`src/rtl/dtr_loader.sv`:
```
module dtr_loader #(
  parameter int LIMIT_W = 16,
  parameter int BASE_W  = 64,
  parameter int CODE_W  = 4,
  parameter logic [CODE_W-1:0] UD_VEC = 4'd6,
  parameter logic [CODE_W-1:0] GP_VEC = 4'd13
) (
  input  logic                 clk,
  input  logic                 rst_n,
  input  logic                 req_valid,
  input  logic                 req_sel,
  input  logic [LIMIT_W+BASE_W-1:0] req_src,
  input  logic [1:0]           req_size,
  input  logic                 req_is_mem,
  input  logic [1:0]           req_cpl,
  input  logic [1:0]           req_mode,
  input  logic                 req_lock,
  input  logic                 req_ext_fault,
  input  logic [CODE_W-1:0]    req_ext_code,
  output logic                 done_o,
  output logic                 fault_o,
  output logic [CODE_W-1:0]    fault_code_o,
  output logic [LIMIT_W-1:0]   gdt_limit_o,
  output logic [BASE_W-1:0]    gdt_base_o,
  output logic [LIMIT_W-1:0]   idt_limit_o,
  output logic [BASE_W-1:0]    idt_base_o
);
  localparam int NARROW_W = 32;
  localparam int MASKED_W = 24;
  localparam logic [1:0] M_REAL = 2'd0, M_PROT = 2'd1, M_V86 = 2'd2, M_LONG = 2'd3;
  localparam logic [1:0] SZ_16 = 2'd0, SZ_32 = 2'd1, SZ_64 = 2'd2, SZ_RSV = 2'd3;

  logic wide_mode, ud_hit, gp_hit, any_fault;
  logic [CODE_W-1:0] vec_sel;
  logic [BASE_W-1:0] base_new;
  logic [LIMIT_W-1:0] limit_new;

  assign wide_mode = req_mode == M_LONG;

  assign ud_hit = !req_is_mem
               || (req_lock && req_mode != M_PROT)
               || req_size == SZ_RSV
               || (req_size == SZ_64 && !wide_mode);

  assign gp_hit = (req_lock && req_mode == M_PROT)
               || req_mode == M_V86
               || (req_cpl != 2'd0 && (req_mode == M_PROT || wide_mode));

  assign any_fault = ud_hit || gp_hit || req_ext_fault;
  assign vec_sel   = ud_hit ? UD_VEC : gp_hit ? GP_VEC : req_ext_code;
  assign limit_new = req_src[LIMIT_W-1:0];

  always_comb begin
    if (wide_mode || req_size == SZ_64)
      base_new = req_src[LIMIT_W +: BASE_W];
    else if (req_size == SZ_32)
      base_new = {{(BASE_W-NARROW_W){1'b0}}, req_src[LIMIT_W +: NARROW_W]};
    else
      base_new = {{(BASE_W-MASKED_W){1'b0}}, req_src[LIMIT_W +: MASKED_W]};
  end

  always_ff @(posedge clk) begin
    if (!rst_n) begin
      done_o       <= 1'b0;
      fault_o      <= 1'b0;
      fault_code_o <= '0;
      gdt_limit_o  <= '1;
      gdt_base_o   <= '0;
      idt_limit_o  <= '1;
      idt_base_o   <= '0;
    end else begin
      done_o       <= req_valid && !any_fault;
      fault_o      <= req_valid && any_fault;
      fault_code_o <= (req_valid && any_fault) ? vec_sel : '0;
      if (req_valid && !any_fault) begin
        if (req_sel) begin
          idt_limit_o <= limit_new;
          idt_base_o  <= base_new;
        end else begin
          gdt_limit_o <= limit_new;
          gdt_base_o  <= base_new;
        end
      end
    end
  end
endmodule

```
`config.mk`:
```
export PLATFORM = sky130hd
export DESIGN_NAME = dtr_loader
export DESIGN_NICKNAME = d
export VERILOG_FILES = /design/src/rtl/dtr_loader.sv
export SDC_FILE = /design/constraint.sdc
export NUM_CORES = 1
export LEC_CHECK = 0
export ABC_AREA = 1
export BUFFER_PORTS_ARGS = -buffer_cell sky130_fd_sc_hd__buf_2
export CORE_MARGIN = 2
export CORE_UTILIZATION = 45
export CTS_BUF_LIST = sky130_fd_sc_hd__clkbuf_8
export CTS_CLUSTER_SIZE = 14
export DETAILED_ROUTE_END_ITERATION = 10
export GPL_TIMING_DRIVEN = 0
export PLACE_DENSITY = 0.78
export REMOVE_ABC_BUFFERS = 1
export SKIP_LAST_GASP = 1
export SLEW_MARGIN = 10
export SYNTH_ARGS = -nofsm -noshare
export SYNTH_HDL_FRONTEND = slang
export SYNTH_SLANG_ARGS = --single-unit
```
`constraint.sdc`:
```
create_clock -name clk -period 1.4 [get_ports clk]
set_clock_uncertainty 0.05 [all_clocks]
set_input_delay 0.14 -clock clk [delete_from_list [all_inputs] [get_ports clk]]
set_output_delay 0.14 -clock clk [all_outputs]
set_load 0.02 [all_outputs]
```
[Word-level counts from Yosys, hierarchy flattened]
Cells that the tools add are included.
Word-level totals
  flip-flop bits (word level): 166
  bits in latches: 0
  memory bits (writable): 0
  ROM bits: 0
  input port bits: 97
  memories kept: 0
Cells by class
  add/subtract/negate cells: 0
  multiply operators: 0
  divide/modulo/power cells: 0
  $lt $le $gt $ge: 0
  equality and inequality tests: 7
  shift operators: 0
  multiplexer cells: 4
  bitwise operators: 3
  reductions and logical operators: 23
Operators by type and width (count)
  2-to-1 mux 64 bit: 1
  2-to-1 mux 32 bit: 1
  logical OR 1 bit: 9
  == test 2 bit, second input constant: 4
  logical AND 1 bit: 6
  AND reduction 2 bit: 3
  == test 2 x 1 -> 1 bit, second input constant: 2
  2-to-1 mux 4 bit: 1
  zero test 1 bit: 3
  2-to-1 mux 3 bit: 1
  inverter 1 bit: 3
  OR reduction 3 bit: 1
  inequality test 2 x 1 -> 1 bit, second input constant: 1
  nonzero test 2 bit: 1

[Longest topological paths before layout]
Gate-level depths: netlist (run 1).
  word-level depth: 10
  gate-level depth with buffers: 11

[Worst setup path after synthesis (run 1)]
No wires, ideal clock.
  path type: input to register
  start: in req_cpl[1]
  end: reg idt_limit_o[10]
  arrival time: 1.198 ns
  data required time: 1.216 ns
  slack: 0.018 ns
  stages: 9
  path buffers: 3
  path through: o21ai_0 nand3_2 nor2_2 nand4_1 buf_4 buf_6 buf_6 nand2_1 nand3_1
On the way
  cells in the longest elaborated chain, start to end: 8
RTL lines
  start: declaration: RTL line 15  | input logic [1:0] req_cpl,
  nonzero test 2 bit: RTL line 47  | || (req_cpl != 2'd0 && (req_mode == M_PROT || wide_mode));
  logical AND 1 bit: RTL line 47
  logical OR 1 bit: RTL line 47
  logical OR 1 bit (2 in series): RTL line 49  | assign any_fault = ud_hit || gp_hit || req_ext_fault;
  zero test 1 bit: RTL line 75  | if (req_valid && !any_fault) begin
  logical AND 1 bit: RTL line 75
  AND reduction 2 bit (no source line)
  end signal: assignment: RTL line 77  | idt_limit_o <= limit_new;
  end: declaration: RTL line 25  | output logic [LIMIT_W-1:0] idt_limit_o,
No other way between the ends.
A chain may end at the register's enable or synchronous reset.

[Final worst setup path (run 1)]
  start: in req_size[0]
  end: reg idt_base_o[12]
On the way
  cells in the longest elaborated chain, start to end: 8
RTL lines
  start: declaration: RTL line 13  | input logic [1:0] req_size,
  == test 2 bit, on equally long branches: RTL line 42, 43, 54
  logical OR 1 bit or logical AND 1 bit (tied branches): RTL line 42, 43
  logical OR 1 bit: RTL line 43  | || (req_size == SZ_64 && !wide_mode);
  logical OR 1 bit (2 in series): RTL line 49
  zero test 1 bit: RTL line 75
  logical AND 1 bit: RTL line 75
  AND reduction 2 bit (no source line)
  end signal: assignment: RTL line 78  | idt_base_o <= base_new;
  end: declaration: RTL line 26  | output logic [BASE_W-1:0] idt_base_o
Several ways; a longest one is shown, not always the timed one.

==> results of run 1 <==
[how the worst max path moves through the flow]
stage | to | slack (ns)
after global placement | idt_limit_o[3]$_SDFFE_PN1P_ | -6.80
after global routing | idt_base_o[54]$_SDFFE_PN0P_ | -0.11
after floorplan | idt_limit_o[0]$_SDFFE_PN1P_ | -3.77
after CTS | gdt_base_o[0]$_SDFFE_PN0P_ | -0.003
after detailed placement | gdt_base_o[0]$_SDFFE_PN0P_ | -1.18
final | idt_base_o[12]$_SDFFE_PN0P_ | -0.04
[sequential cells by signal (all words and copies together) (netlist names)]
signal        cells
gdt_base_o       64
idt_base_o       64
gdt_limit_o      16
idt_limit_o      16
fault_code_o      4
done_o            1
fault_o           1
[power groups by stage]
| stage | clock network (uW) | registers (uW) | logic (uW) |
|---|---|---|---|
| 3_5_place_dp | 0 | 4900 | 638 |
| 2_1_floorplan | 0 | 4970 | 238 |
| 3_3_place_gp | 0 | 4900 | 645 |
| 6_report | 3330 | 4790 | 864 |
| 4_1_cts | 3430 | 4790 | 823 |
| 5_1_grt | 3640 | 4800 | 946 |
[area by class of cell]
cell class / count / share of cell area, %
clock inverters: 12 / 1.23
inverters: 175 / 6.77
clock buffers: 19 / 2.67
repair inverters: 1 / 0.0767
repair buffers: 370 / 25.1
multi-input cells: 687 / 27.8
flip-flops and latches: 166 / 33.9
well taps: 188 / 2.40
[cell usage in the layout, fill, tap and decap left out, drive strengths merged, types with 3 or more instances in the layout]
cell type | Yosys | routed
clkbuf | 21 | 19
clkinv | 0 | 6
nor2 | 308 | 308
dlygate4sd3 | 0 | 79
nand3 | 42 | 42
buf | 33 | 291
inv | 175 | 178
dfxtp | 166 | 166
clkinvlp | 0 | 3
nand2 | 330 | 330
[through the flow]
stage	cells	area, um2	util, %	power [uW]	hold WS (ns)
after floorplan	1028	6660	-	5210	0.174
after global routing	1618	9790	64.4	9390	0.0237
after detailed placement	1496	8480	55.8	5540	0.311
final	1618	9790	64.4	8990	0.0374
after global placement	1478	8210	54.0	5550	0.303
after CTS	1612	9710	63.9	9050	0.000817
[worst max-delay path: stages]
cell     delay, ns
buf_2         0.13
inv_1         0.07
nand3_1       0.10
nand2_2       0.11
nand3_4       0.10
nor2_4        0.13
nand4_1       0.11
buf_4         0.18
buf_4         0.14
buf_6         0.15
buf_8         0.16
nor2_1        0.13
nor2_2        0.06
[routing by layer]
layer / vias up / track usage, % / share of wire [%]
li1: 3773 / - / -
met1: 3167 / 25.8 / 42
met2: 223 / 40.4 / 50
met3: 43 / 5.36 / 5.2
met4: 0 / 8.82 / 3.1
met5: - / 0 / 0
[cell families (layout without fill, tap and decap cells)]
kind of cell	count (synthesis)	after routing	synth area share, %
AND/OR/NAND/NOR	683	683	38.1
flip-flops	166	166	47.5
buffers and inverters	229	577	14.1
AO/OA/AOI/OAI	4	4	0.286
[what timing repair did]
action,CTS,global route
hold buffers,79,0
gates cloned,1,0
setup buffers,5,8
hold endpoints to repair,140,0
endpoints found under the setup margin,147,134
gates resized for setup,5,18
pin swaps,0,7
==> impl_metrics.env, run 1 <==
export IMPL_outcome="finished, violations left"
export IMPL_violations="setup timing"
export IMPL_cts_num_sinks=166
export IMPL_syn_to_final_growth_pct=40.1
export IMPL_grt_max_degree=94
export IMPL_rsz0062_at_grt="true"
export IMPL_cp_end_kind="flop"
export IMPL_syn_area_um2=6990
export IMPL_cp_required_ns=1.68
export IMPL_clk_pin_slew_worst_paths_ns=0.09
export IMPL_power_switching_uw=2310
export IMPL_dpl_hpwl_um=12300
export IMPL_core_area_um2=15200
export IMPL_grt_pass1_wl_um=30200
export IMPL_multiInputGateArea_um2=2730
export IMPL_worstSetupPathType="in2reg"
export IMPL_synth_edff_count=0
export IMPL_internal_power_uw=6680
export IMPL_vias=7206
export IMPL_pwr_share_clk_pct=37.1
export IMPL_hold_path_class="in2reg"
export IMPL_port_buffers=262
export IMPL_die_area_um2=16500
export IMPL_p_leak_uw=0.00588
export IMPL_min_period_ns=1.44
export IMPL_viasPerCell=4.45
export IMPL_synth_common_cells="330 x nand2_1, 296 x nor2_1, 173 x inv_1"
export IMPL_cp_start_kind="input pin"
export IMPL_finalSetupViolCount=16
export IMPL_antenna_found_initial=0
export IMPL_finalCritPeriodShare_pct=103
export IMPL_cts_root_buf="clkbuf_8"
export IMPL_seqCellArea_um2=3320
export IMPL_yosysMostFrequentCell="nand2_1"
export IMPL_ios=263
export IMPL_max_freq_mhz=693
export IMPL_rrSetupSlack_ns=0.65
export IMPL_async_reset_ff_share_pct=0
export IMPL_swShare_pct=25.7
export IMPL_cts_made_buffers=17
export IMPL_holdPathEnd="gdt_base_o[46]$_SDFFE_PN0P_"
export IMPL_die_x_um=129
export IMPL_r2r_end="idt_base_o[24]$_SDFFE_PN0P_"
export IMPL_pwr_share_comb_pct=9.6
export IMPL_diodes=0
export IMPL_grt_pass1_vias=6648
export IMPL_ys_seq_elements=166
export IMPL_wl_per_cell_um=12.1
export IMPL_power_density_nw_per_um2=918
export IMPL_grt_use_total_pct=22.5
export IMPL_relSlewSlack_pct=56.2
export IMPL_drive_gt1_share_pct=24.3
export IMPL_overflow=0
export IMPL_yosys_warnings=0
export IMPL_clk_path_buf_depth=2
export IMPL_num_rows=45
export IMPL_yosysTopAreaCell="dfxtp_1"
export IMPL_synth_distinct_cells=18
export IMPL_seq_area_frac_synth_pct=47.5
export IMPL_setup_worst_path_start="req_size[0]"
export IMPL_synth_top_area_share_pct=47.5
export IMPL_hp_start="req_src[62]"
export IMPL_cp_max_fo=17
export IMPL_max_vdd_ir_drop_v=0.000694
export IMPL_arrival_ns=1.72
export IMPL_ant_nets=0
export IMPL_die_h_um=129
export IMPL_start_util_pct=46.0
export IMPL_holdPathStages=5
export IMPL_final_nets=1515
export IMPL_post_place_ws_ns=-1.18
export IMPL_clk_latency_ns=0.43
export IMPL_syn_inst=1082
export IMPL_drtIter0Drc=390
export IMPL_r2r_start="idt_base_o[24]$_SDFFE_PN0P_"
export IMPL_fin_ws_ns=-0.0440
export IMPL_slew_violations=0
export IMPL_ys_top_cells_by_area="dfxtp_1 48%, nand2_1 18%, nor2_1 16%, inv_1 9.3%, nand3_1 2.9%"
export IMPL_seq_power_share_pct=53.3
export IMPL_first_pass_iters=5
export IMPL_final_hold_viol_count=0
export IMPL_cts_tree="done"
export IMPL_cap_viol_max_count=0
export IMPL_drc=0
export IMPL_fill_cells=1299
export IMPL_worst_pin_slew_ns=0.656
export IMPL_syn_area_per_cell_um2=6.46
export IMPL_synth_ff_type="dfxtp_1"
export IMPL_cts_max_level=4
export IMPL_totalWireLength_um=19500
export IMPL_gp_congestion=0.753
export IMPL_r2r_cells=4
export IMPL_tns_ns=-0.119
Note: power is estimated with default switching activity, not from simulation.
==> run 2, diff against run 1 <==
- PLACE_DENSITY: 0.78 -> 0.75
- clock period: 1.4 -> 1.5 ns (I/O delays scaled with it)
==> run 2 against run 1 <==
  * The flow now finishes without violations
  * Sequential power decreased by 6.7%
  * Cell area shrank 0.59%
  * Clock power fell by 6%
  * Power shrank 6.5%
==> impl_metrics.env, run 2 (synthesis gave the netlist of run 1 again) <==
export IMPL_rsz0062_at_grt="true"
export IMPL_vias=7109
export IMPL_cap_viol_max_count=0
export IMPL_worst_pin_slew_ns=0.670
export IMPL_grt_max_degree=85
export IMPL_drtIter0Drc=380
export IMPL_port_buffers=262
export IMPL_outcome="complete, no violations"
export IMPL_grt_pass1_vias=6334
export IMPL_layout_commonest_cell="nand2_1"
export IMPL_fin_ws_ns=0.0766
export IMPL_wl_per_cell_um=11.5
export IMPL_cts_root_buf="clkbuf_8"
export IMPL_arrival_ns=1.71
export IMPL_max_freq_mhz=703
export IMPL_slew_violations=0
export IMPL_clk_pin_slew_worst_paths_ns=0.09
export IMPL_grt_use_total_pct=21.8
export IMPL_cp_max_fo=4
export IMPL_num_rows=45
export IMPL_fill_cells=1314
export IMPL_rrSetupSlack_ns=0.78
export IMPL_die_h_um=129
export IMPL_cp_num_buf_inv=3
export IMPL_worstSetupPathType="in2reg"
export IMPL_first_pass_iters=4
export IMPL_cts_max_level=4
export IMPL_clk_path_buf_depth=2
export IMPL_max_vdd_ir_drop_v=0.000479
export IMPL_syn_to_final_growth_pct=39.3
export IMPL_path_cells="buf_2, inv_1, nand2_1, nand2_1, nand2_1, nor2_1, nand3_1, nand3_1, nor2_1, dlygate4sd3_1"
export IMPL_utilization_pct=64.0
export IMPL_max_stage_delay_ns=0.56
export IMPL_diodes=0
export IMPL_cts_num_sinks=166
export IMPL_pwr_share_comb_pct=9.4
export IMPL_pwr_share_clk_pct=37.4
export IMPL_finalPower_uw=8400
export IMPL_p_leak_uw=0.00587
export IMPL_post_place_ws_ns=-1.12
export IMPL_internal_power_uw=6320
export IMPL_cts_tree="done"
export IMPL_ios=263
export IMPL_seq_power_share_pct=53.2
export IMPL_cpMostUsedCell="nand2_1"
export IMPL_cp_end_kind="flop"
export IMPL_min_period_ns=1.42
export IMPL_die_x_um=129
export IMPL_cp_required_ns=1.79
export IMPL_hold_path_class="in2reg"
export IMPL_power_switching_uw=2090
export IMPL_grt_pass1_wl_um=29200
export IMPL_finalSetupViolCount=0
export IMPL_clk_latency_ns=0.44
export IMPL_critical_path_top_delay_family="simple AND/OR/NAND/NOR gates"
export IMPL_final_hold_viol_count=0
export IMPL_drc=0
export IMPL_cts_made_buffers=17
export IMPL_tns_ns=0
export IMPL_antenna_found_initial=0
export IMPL_viasPerCell=4.40
export IMPL_swShare_pct=24.8
export IMPL_fin_cells=1617
export IMPL_overflow=0
export IMPL_die_area_um2=16500
export IMPL_top_regs="gdt_base_o x64, idt_base_o x64"
export IMPL_dp_cells=1494
export IMPL_cp_start_kind="input pin"
export IMPL_start_util_pct=46.0
export IMPL_totalWireLength_um=18700
export IMPL_core_area_um2=15200
export IMPL_final_nets=1515
export IMPL_drive_gt1_share_pct=23.4
export IMPL_finalCritPeriodShare_pct=94.9
export IMPL_gp_congestion=0.775
export IMPL_ant_nets=0
export IMPL_final_cell_mix="330 x nand2_1, 296 x nor2_1, 261 x buf_2"
export IMPL_cpMaxStageDelayCell="dlygate4sd3_1"
export IMPL_relSlewSlack_pct=55.3
export IMPL_dpl_hpwl_um=12100
export IMPL_power_density_nw_per_um2=863
==> run 2: final cells by class <==
| cell class | instances | area (um2) | share of cell area (%) |
|---|---|---|---|
| Inverter | 175 | 661 | 6.79 |
| Clock inverter | 12 | 130 | 1.34 |
| Multi-Input combinational cell | 687 | 2700 | 27.7 |
| Timing Repair Buffer | 370 | 2430 | 25.0 |
| Tap cell | 188 | 235 | 2.42 |
| Sequential cell | 166 | 3320 | 34.1 |
| Timing Repair inverter | 1 | 7.51 | 0.0771 |
| Clock buffer | 18 | 248 | 2.54 |
==> run 2: routing by layer <==
layer	vias to the layer above	part of all wire, %	GRT usage, %
li1	3770	-	-
met1	3109	45	26.4
met2	196	47	37.1
met3	34	5.7	5.86
met4	0	2.3	8.25
met5	-	0	0
==> run 2: worst paths after layout <==
path / from / end / cells past startpoint
max: req_mode[1] / fault_code_o[2]$_SDFF_PN0_ / 10
min: req_src[70] / idt_base_o[54]$_SDFFE_PN0P_ / 5
max reg2reg: gdt_base_o[54]$_SDFFE_PN0P_ / gdt_base_o[54]$_SDFFE_PN0P_ / 4
min reg2reg: gdt_limit_o[14]$_SDFFE_PN1P_ / gdt_limit_o[14]$_SDFFE_PN1P_ / 2
==> run 2: worst register-to-register path, delay by kind of cell, from the launching register on <==
family	cells	cell delay [ns]
AND/OR/NAND/NOR	3	0.21
buffers and inverters	1	0.05
flip-flops	1	0.35
==> run 2: through the flow <==
stage                     instance area [um2]  hold WS, ns
after detailed placement                 8430        0.319
after global routing                     9740       0.0376
after global placement                   8210        0.313
after floorplan                          6660        0.184
after CTS                                9670      0.00547
final                                    9740       0.0403
==> run 2: power by group through the flow <==
stage               sequential [uW]  clock, uW  combinational, uW
finish                         4470       3140                793
global route                   4480       3420                871
CTS                            4470       3230                767
detailed placement             4570          0                593
global placement               4570          0                602
floorplan                      4640          0                222
==> run 2: repair_timing <==
item	4_1_cts	5_1_grt
cloned	0	1
hold buffers	83	0
setup buffers	3	6
hold endpoints to repair	145	0
pin swaps	0	2
setup endpoints to repair	139	90
resized for setup	0	7
==> run 3, diff against run 2 <==
- CELL_PAD_IN_SITES_DETAIL_PLACEMENT: not set -> 1
- CELL_PAD_IN_SITES_GLOBAL_PLACEMENT: not set -> 2
- CORE_UTILIZATION: 45 -> 26
- PLACE_DENSITY: 0.75 -> 0.84
- SLEW_MARGIN: 10 -> 20
- clock period: 1.5 -> 1.6 ns (I/O delays scaled with it)
==> run 3 against run 2 <==
  * First-iteration DRC count decreased by 32%
  * Cell count grew 9.8%
  * Setup slack improved by 0.044 ns
  * Critical path type unchanged
  * Largest power group unchanged
==> impl_metrics.env, run 3 (synthesis gave the netlist of run 1 again) <==
export IMPL_cts_tree="done"
export IMPL_layout_commonest_cell="nand2_1"
export IMPL_cts_made_buffers=17
export IMPL_cp_end_kind="flop"
export IMPL_start_util_pct=26.2
export IMPL_min_period_ns=1.48
export IMPL_antenna_found_initial=0
export IMPL_viasPerCell=4.09
export IMPL_die_x_um=168
export IMPL_max_freq_mhz=676
export IMPL_drc=0
export IMPL_grt_pass1_wl_um=36600
export IMPL_relSlewSlack_pct=46.8
export IMPL_dpl_hpwl_um=15600
export IMPL_gp_congestion=0.725
export IMPL_vias=7271
export IMPL_clk_path_buf_depth=2
export IMPL_arrival_ns=1.82
export IMPL_first_pass_iters=4
export IMPL_rrSetupSlack_ns=0.87
export IMPL_final_nets=1519
export IMPL_grt_use_total_pct=15.9
export IMPL_grt_pass1_vias=7387
export IMPL_fill_cells=3475
export IMPL_max_stage_delay_ns=0.18
export IMPL_num_rows=60
export IMPL_drive_gt1_share_pct=23.7
export IMPL_worstSetupPathType="in2reg"
export IMPL_cts_max_level=4
export IMPL_cts_num_sinks=166
export IMPL_cp_max_fo=15
export IMPL_diodes=0
export IMPL_final_hold_viol_count=0
export IMPL_p_leak_uw=0.00594
export IMPL_cts_root_buf="clkbuf_8"
export IMPL_die_area_um2=28200
export IMPL_ios=263
export IMPL_final_cell_mix="329 x nand2_1, 296 x nor2_1, 261 x buf_2"
export IMPL_wl_per_cell_um=12.8
export IMPL_power_density_nw_per_um2=827
export IMPL_grt_max_degree=99
export IMPL_finalSetupViolCount=0
export IMPL_overflow=0
export IMPL_hold_slack_ns=0.0330
export IMPL_clk_pin_slew_worst_paths_ns=0.11
export IMPL_fin_area_um2=10100
export IMPL_totalWireLength_um=22800
export IMPL_outcome="complete, no violations"
export IMPL_cpMaxStageDelayCell="buf_4"
export IMPL_core_area_um2=26700
export IMPL_max_vdd_ir_drop_v=0.000413
export IMPL_syn_to_final_growth_pct=43.9
export IMPL_finalCritPeriodShare_pct=92.5
export IMPL_place_area_um2=8690
export IMPL_drtIter0Drc=257
export IMPL_worst_pin_slew_ns=0.798
export IMPL_port_buffers=262
export IMPL_cp_required_ns=1.94
export IMPL_hold_path_class="in2reg"
export IMPL_path_cells="buf_2, inv_1, nand2_1, nand2_2, nand3_2, nor2_4, nand4_1, buf_4, buf_8, buf_6, buf_6, buf_6, nand2_1, nand2_1, nor2_1"
export IMPL_clk_latency_ns=0.45
export IMPL_slew_violations=0
export IMPL_ant_nets=0
export IMPL_top_regs="gdt_base_o x64, idt_base_o x64"
export IMPL_cp_start_kind="input pin"
export IMPL_tns_ns=0
export IMPL_cap_viol_max_count=0
export IMPL_die_h_um=168
run 3: cell count changes in the layout (fill, tap and decap cells not counted), moves of 2 or more:
cell | before | now
buf_6 | 10 | 15
clkinvlp_4 | 5 | 1
inv_8 | 0 | 4
buf_4 | 9 | 6
clkinv_8 | 0 | 3
dlygate4sd3_1 | 83 | 85
inv_1 | 174 | 172
run 3: area by class of cell:
class | count | area [um2] | share of cell area (%)
multi-input combinational | 687 | 2700 | 26.8
clock buffer | 17 | 234 | 2.33
clock inverter | 15 | 205 | 2.04
timing repair buffer | 375 | 2520 | 25.0
tap | 341 | 427 | 4.24
inverter | 175 | 657 | 6.53
sequential | 166 | 3320 | 33.0
run 3: worst max-delay path, delay by kind of cell:
kind / cells / cell delay (ns)
buffers and inverters: 7 / 0.96
AND/OR/NAND/NOR: 8 / 0.67
run 3: final timing paths:
kind,from,to,cells after the start
worst max-delay path,req_mode[1],gdt_base_o[61]$_SDFFE_PN0P_,15
worst min-delay path,rst_n,gdt_base_o[28]$_SDFFE_PN0P_,3
worst max register to register,idt_base_o[41]$_SDFFE_PN0P_,idt_base_o[41]$_SDFFE_PN0P_,4
worst min register to register,idt_limit_o[13]$_SDFFE_PN1P_,idt_limit_o[13]$_SDFFE_PN1P_,2
run 3: power by group:
| group | internal, uW | switching (uW) | leakage [uW] | total (uW) |
|---|---|---|---|---|
| combinational | 345 | 422 | 0.00438 | 768 |
| sequential | 4170 | 20.3 | 0.00134 | 4190 |
| clock | 1490 | 1870 | 0.000217 | 3360 |
run 3: metrics by stage:
stage	setup WS [ns]	util, %	power [uW]	std cells
floorplan	-3.59	-	4550	1028
global placement	-7.29	31.5	4880	1631
detailed placement	-0.971	32.6	4880	1653
CTS	0.0255	37.5	8510	1773
global route	-0.00474	37.7	8760	1776
finish	0.120	37.7	8320	1776
run 3: layer usage:
layer / track usage (%) / up-vias / part of all wire (%)
met5: 0 / - / 0
met3: 4.56 / 26 / 5.9
met4: 4.91 / 0 / 1.7
met1: 19.1 / 3293 / 45
met2: 27.5 / 166 / 47
li1: - / 3786 / -
run 3: repair_timing:
action                                  4_1_cts  5_1_grt
setup buffers                                 3        4
gates cloned                                  0        1
endpoints found under the hold margin       151        0
gates resized for setup                       1        6
endpoints found under the setup margin       78       37
pin swaps                                     0        5
hold buffers                                 85        0
